--- src/rtl/cnt_pkg.sv ---
// Package: shared types for the up/down wrap-or-clamp counter.
// Assumes: control inputs are single bits, decoded once at the top.
package cnt_pkg;

    typedef enum logic {
        DIR_UP   = 1'b0,
        DIR_DOWN = 1'b1
    } cnt_dir_e;

    typedef enum logic {
        END_WRAP  = 1'b0,
        END_CLAMP = 1'b1
    } cnt_end_e;

    typedef struct packed {
        cnt_dir_e dir;
        cnt_end_e endm;
    } cnt_mode_t;

endpackage

--- src/rtl/cnt_mode_decode.sv ---
// Module: cnt_mode_decode
// Turns the raw direction and end-behaviour pins into the typed mode
// record used by the next-value logic. Purely combinational.
// Assumes: both pins are already synchronous to clk.
module cnt_mode_decode
    import cnt_pkg::*;
(
    input  logic      dir_down,
    input  logic      clamp_en,
    output cnt_mode_t mode
);

    // Pack the two pins into the mode record.
    always_comb begin
        mode.dir  = dir_down ? DIR_DOWN : DIR_UP;
        mode.endm = clamp_en ? END_CLAMP : END_WRAP;
    end

endmodule

--- src/rtl/cnt_next_value.sv ---
// Module: cnt_next_value
// Computes the count for the next cycle from the present count and the
// mode record: one step in the chosen direction, and at an end either
// roll over or hold depending on the end behaviour.
// Assumes: cur is a plain binary value of W bits.
module cnt_next_value
    import cnt_pkg::*;
#(
    parameter int W = 3
) (
    input  logic [W-1:0] cur,
    input  cnt_mode_t    mode,
    output logic [W-1:0] nxt
);

    localparam logic [W-1:0] TOP  = {W{1'b1}};
    localparam logic [W-1:0] BOT  = '0;
    localparam logic [W-1:0] STEP = W'(1);

    logic at_top;
    logic at_bot;

    // Flag the two ends of the range.
    always_comb begin
        at_top = (cur == TOP);
        at_bot = (cur == BOT);
    end

    // Select step, roll-over or hold.
    always_comb begin
        nxt = cur;
        unique case (mode.dir)
            DIR_UP: begin
                if (!at_top)                nxt = cur + STEP;
                else if (mode.endm == END_WRAP) nxt = BOT;
                else                        nxt = TOP;
            end
            DIR_DOWN: begin
                if (!at_bot)                nxt = cur - STEP;
                else if (mode.endm == END_WRAP) nxt = TOP;
                else                        nxt = BOT;
            end
            default: nxt = cur;
        endcase
    end

endmodule

--- src/rtl/cnt_state_reg.sv ---
// Module: cnt_state_reg
// Holds the count. Synchronous active-low reset to zero, otherwise
// loads the next value on every rising edge.
// Assumes: d is valid a setup time before each rising edge.
module cnt_state_reg #(
    parameter int W = 3
) (
    input  logic         clk,
    input  logic         rst_n,
    input  logic [W-1:0] d,
    output logic [W-1:0] q
);

    // Register the count with synchronous clear.
    always_ff @(posedge clk) begin
        if (!rst_n) q <= '0;
        else        q <= d;
    end

    AST_RESET_CLEARS: assert property (@(posedge clk)
        !rst_n |=> (q == '0));

endmodule

--- src/rtl/updn_wrapclamp_counter.sv ---
// Module: updn_wrapclamp_counter
// Top of the up/down counter with run-time wrap or clamp at the ends.
// Controls are sampled on the same edge that updates the count.
// Assumes: all inputs synchronous to clk; rst_n active low, synchronous.
module updn_wrapclamp_counter
    import cnt_pkg::*;
#(
    parameter int CNT_W = 3
) (
    input  logic             clk,
    input  logic             rst_n,
    input  logic             dir_down,
    input  logic             clamp_en,
    output logic [CNT_W-1:0] count
);

    localparam logic [CNT_W-1:0] MAXV = {CNT_W{1'b1}};

    cnt_mode_t        mode;
    logic [CNT_W-1:0] nxt;

    cnt_mode_decode u_decode (
        .dir_down (dir_down),
        .clamp_en (clamp_en),
        .mode     (mode)
    );

    cnt_next_value #(.W(CNT_W)) u_next (
        .cur  (count),
        .mode (mode),
        .nxt  (nxt)
    );

    cnt_state_reg #(.W(CNT_W)) u_reg (
        .clk   (clk),
        .rst_n (rst_n),
        .d     (nxt),
        .q     (count)
    );

    AST_UP_STEP: assert property (@(posedge clk) disable iff (!rst_n)
        (!dir_down && count != MAXV) |=> count == CNT_W'($past(count) + 1'b1));
    AST_DOWN_STEP: assert property (@(posedge clk) disable iff (!rst_n)
        (dir_down && count != '0) |=> count == CNT_W'($past(count) - 1'b1));
    AST_WRAP_TOP: assert property (@(posedge clk) disable iff (!rst_n)
        (!dir_down && !clamp_en && count == MAXV) |=> count == '0);
    AST_WRAP_BOTTOM: assert property (@(posedge clk) disable iff (!rst_n)
        (dir_down && !clamp_en && count == '0) |=> count == MAXV);
    AST_CLAMP_TOP: assert property (@(posedge clk) disable iff (!rst_n)
        (!dir_down && clamp_en && count == MAXV) |=> $stable(count));
    AST_CLAMP_BOTTOM: assert property (@(posedge clk) disable iff (!rst_n)
        (dir_down && clamp_en && count == '0) |=> $stable(count));

endmodule

--- config.mk ---
export PLATFORM = sky130hd
export DESIGN_NAME = updn_wrapclamp_counter
export DESIGN_NICKNAME = d
export VERILOG_FILES = /design/src/rtl/cnt_pkg.sv /design/src/rtl/cnt_mode_decode.sv /design/src/rtl/cnt_next_value.sv /design/src/rtl/cnt_state_reg.sv /design/src/rtl/updn_wrapclamp_counter.sv
export SDC_FILE = /design/constraint.sdc
export NUM_CORES = 1
export LEC_CHECK = 0
export BUFFER_PORTS_ARGS = -buffer_cell sky130_fd_sc_hd__buf_2
export CORE_AREA = 2 2 39 41
export CTS_CLUSTER_DIAMETER = 50
export DETAILED_ROUTE_END_ITERATION = 10
export DIE_AREA = 0 0 41 43
export GPL_TIMING_DRIVEN = 0
export SETUP_SLACK_MARGIN = 0.05
export SLEW_MARGIN = 20
export SYNTH_ARGS = -nofsm -noshare
export SYNTH_HDL_FRONTEND = slang
export SYNTH_SLANG_ARGS = --single-unit
--- constraint.sdc ---
create_clock -name clk -period 1.55 [get_ports clk]
set_input_delay 0.0775 -clock clk [delete_from_list [all_inputs] [get_ports clk]]
set_output_delay 0.0775 -clock clk [all_outputs]
set_load 0.01 [all_outputs]
Word-level counts from Yosys, hierarchy flattened
Index checks and enable logic that the tools add are counted.
{"block": "word_totals", "out_inout_bits": 3, "register_bits": 3, "word_cells": 13, "input_bits": 4}
{"block": "op_classes", "mux": 7, "eq_ne": 1, "n_bitwise": 1, "reduce_logical": 1, "addsub": 2}
{"op": "two-way mux 3 bit", "count": 4}
{"op": "case mux 3 bit (2 select lines)", "count": 1}
{"op": "adder 3 x 1 -> 3 bit, second input constant", "count": 1}
{"op": "equality test 3 bit, second input constant", "count": 1}
{"op": "zero test 3 bit", "count": 1}
{"op": "subtractor 3 x 1 -> 3 bit, second input constant", "count": 1}
{"op": "two-way mux 1 bit", "count": 2}
{"op": "NOT 1 bit", "count": 1}

Longest topological paths before layout
{"block": "logic_depth", "word_depth": 4, "mapped_depth": 5, "ltp_nobuf": 5}

Modules after synthesis
A second synthesis with hierarchy kept.
{"block": "unflattened", "cells_unflattened": 31, "hier_area_um2": 277.8}
{"mod": "cnt_next_value", "area_per_inst_um2": 183.9, "seq_area_each_um2": 0.0, "cells_per_inst": 23, "instances": 1}
{"mod": "cnt_state_reg", "area_per_inst_um2": 78.8, "seq_area_each_um2": 60.1, "cells_per_inst": 6, "instances": 1}
{"mod": "cnt_mode_decode", "area_per_inst_um2": 15.0, "seq_area_each_um2": 0.0, "cells_per_inst": 2, "instances": 1}

Least setup slack after synthesis
No wires, ideal clock.
{"block": "synth_path", "path_type": "reg-to-reg", "startpoint": "register u_reg.q[0]", "endpoint": "register u_reg.q[0]", "required_ns": 1.428, "path_stages_with_launch": 6, "setup_ns": 0.122, "arrival_time_ns": 1.342, "path_buffers": 0, "setup_slack_ns": 0.086, "period_less_slack_ns": 1.464, "cell_sequence": "dfxtp_1 > inv_1 > ha_1 > nor2b_1 > o21a_1 > o311a_1"}
{"block": "synth_via", "elab_chain_cells": 3, "elab_cells_between_ends": 7, "classes_between": "add/sub: 2; eq/ne: 1; mux: 3; reduce/logical: 1"}
{"element": "start, declared", "line_no": "cnt_state_reg.sv:11", "source": "output logic [W-1:0] q"}
{"element": "start signal, assigned", "line_no": "cnt_state_reg.sv:16", "source": "if (!rst_n) q <= '0;"}
{"element": "start signal, assigned", "line_no": "cnt_state_reg.sv:17", "source": "else q <= d;"}
{"element": "subtractor 3 x 1 -> 3 bit, or another cell as far along", "line_no": "cnt_next_value.sv:39", "source": "if (!at_bot) nxt = cur - STEP;"}
{"element": "two-way mux 3 bit (on tied branches)", "line_no": "cnt_next_value.sv:39, cnt_next_value.sv:34"}
{"element": "case mux 3 bit (2 select lines) *", "line_no": "cnt_next_value.sv:32", "source": "unique case (mode.dir)"}
Every way passes the cells marked *; elsewhere a longest branch is shown, timed or not.
A chain may end at the register's enable or synchronous reset.

Worst setup path in the final report
Same ends and word-level chain as after synthesis.

==> flow_summary.json <==
{
  "largest_reg_flops": 3,
  "firstDrtPassIters": 4,
  "cts_setup_buffers": 0,
  "syn_to_final_growth_pct": 33.7,
  "port_buffers": 6,
  "period_needed_ns": 1.42,
  "htree_levels": 1,
  "clkSinkCount": 3,
  "netlist_area_um2": 245,
  "maxSlewHeadroom_pct": 84.8,
  "status": "finished, final reports clean",
  "crit_fanout": 6,
  "setup_violations": 0,
  "ant_nets": 0,
  "num_vias": 221,
  "final_cell_mix": "buf_2 (6), mux2_2 (3), ha_1 (3), clkbuf_4 (3)",
  "required_ns": 1.66,
  "ys_ff_latch": 3,
  "drcViolationCount": 0,
  "pre_cts_ws_ns": 0.0638,
  "top_regs": "u_reg.q x3",
  "avgSynthCellArea_um2": 9.43,
  "clk_path_buf_depth": 2,
  "cts_root_buf": "clkbuf_4",
  "finalCritPeriodShare_pct": 91.4,
  "ys_seq_area_share_pct": 24.5,
  "post_drt_wl_per_cell_um": 9.40,
  "grt_pass1_wl_um": 841,
  "die_w_um": 41,
  "power_leakage_nw": 0.150,
  "routed_wl_um": 489,
  "hold_viol": 0,
  "start_kind": "flop",
  "layout_setup_ws_ns": 0.133,
  "cts_tree": "yes",
  "rows": 14,
  "cts_buffers": 3,
  "endpoint_kind": "flop",
  "path_class": "flop to flop",
  "drt_iter0_markers": 7,
  "totalPowerFinal_mw": 0.354,
  "postSynthCellCount": 26,
  "initial_core_util_pct": 17.7,
  "die-area_um2": 1760,
  "final_max_slew_viol_count": 0,
  "diodes": 0,
  "drive_gt1_share_pct": 50.0,
  "ir_drop_v": 0.000399,
  "place_congestion": 0.651,
  "vias_per_cell": 4.25,
  "overflow": 0,
  "nNetsFinal": 45,
  "clkTransAtPathRegs_ns": 0.04,
  "whs_ns": 0.102,
  "powerDensity_nw_per_um2": 1080,
  "final_common_cell": "buf_2",
  "skew_ns": 0.00181,
  "crit_arrival_ns": 1.53,
  "hp-class": "input pin to flop",
  "dieHeight_um": 43,
  "grt_pass1_vias": 210,
  "antenna_found_initial": 0,
  "yosys_warnings": 0,
  "cap_violations": 0,
  "rsz0062_at_grt": "false",
  "tightest_slew_ns": 0.226,
  "grt_usage_pct": 7.42,
  "coreArea_um2": 1380,
  "setup_tns_ns": 0,
  "top_register": "u_reg.q",
  "max_freq_ghz": 0.705,
  "netlist-cell-type-count": 15,
  "clk_latency_ns": 0.23,
  "synth_nets": 34,
  "ios": 7,
  "grt_max_degree": 7
}
-- timing repair --
action                     in CTS  in global routing
resized for setup               0                  4
hold buffers                    0                  0
setup endpoints to repair       0                  3
-- cell usage after synthesis (all sizes together) --
library cell  instances  area share, %
mux2                  3             14
o221ai                1            3.6
o311a                 1            4.1
o21a                  1            3.1
dfxtp                 3             24
nor2b                 2            6.1
ha                    4             20
o21ai                 2            4.1
a21oi                 2            4.1
nor2                  1            1.5
o31ai                 1            3.1
nand2                 1            1.5
and2b                 2            7.1
inv                   2            3.1
-- report_power, final --
group / switching [mW] / internal [mW] / total, mW
clock network: 0.0404 / 0.0965 / 0.137
registers: 0.0123 / 0.0898 / 0.102
logic: 0.0518 / 0.0633 / 0.115
-- through the flow --
| step | util (%) | area (um^2) | instances |
|---|---|---|---|
| finish | 23.7 | 328 | 52 |
| global route | 23.7 | 328 | 52 |
| CTS | 23.2 | 322 | 52 |
| detailed placement | 21.3 | 295 | 48 |
| global placement | 21.3 | 295 | 48 |
| floorplan | - | 245 | 26 |
-- final timing paths --
check                                           start                    end  slack [ns]  depth (start not counted)
worst max-delay path            u_reg.q[0]$_SDFF_PN0_  u_reg.q[0]$_SDFF_PN0_        0.13                          5
worst min-delay path                         dir_down  u_reg.q[2]$_SDFF_PN0_        0.10                          2
worst max register to register  u_reg.q[0]$_SDFF_PN0_  u_reg.q[0]$_SDFF_PN0_        0.13                          5
worst min register to register  u_reg.q[0]$_SDFF_PN0_  u_reg.q[0]$_SDFF_PN0_        0.60                          2
-- area by class of cell --
type	count	area, um^2
flip-flops and latches	3	61.3
multi-input cells	21	183
inverters	2	7.51
repair buffers	6	30.0
fillers	154	1060
well taps	16	20.0
clock buffers	4	26.3
-- kinds of logic (layout without fill, tap and decap cells) --
logic type / count (synthesis) / in the layout / synth area share, %
compound gates: 8 / 8 / 21.9
simple gates: 6 / 6 / 16.3
fa+ha+maj: 4 / 4 / 20.4
mux: 3 / 3 / 13.8
flops: 3 / 3 / 24.5
buf+inv: 2 / 12 / 3.06
-- metal layers --
| metal | GRT usage (%) | up-vias | part of all wire (%) |
|---|---|---|---|
| met4 | 4.00 | 0 | 0 |
| met1 | 8.97 | 101 | 47 |
| met3 | 4.71 | 0 | 4.9 |
| met2 | 9.69 | 6 | 48 |
| met5 | 0 | - | 0 |
| li1 | - | 114 | - |
-- critical path, stage by stage, from the launching register on --
cell and delay [ns]:
dfxtp_2 0.36, inv_1 0.08, ha_1 0.21, nor2b_2 0.17, o21a_1 0.17, o311a_1 0.31
Note: power is estimated with default switching activity, not from simulation.
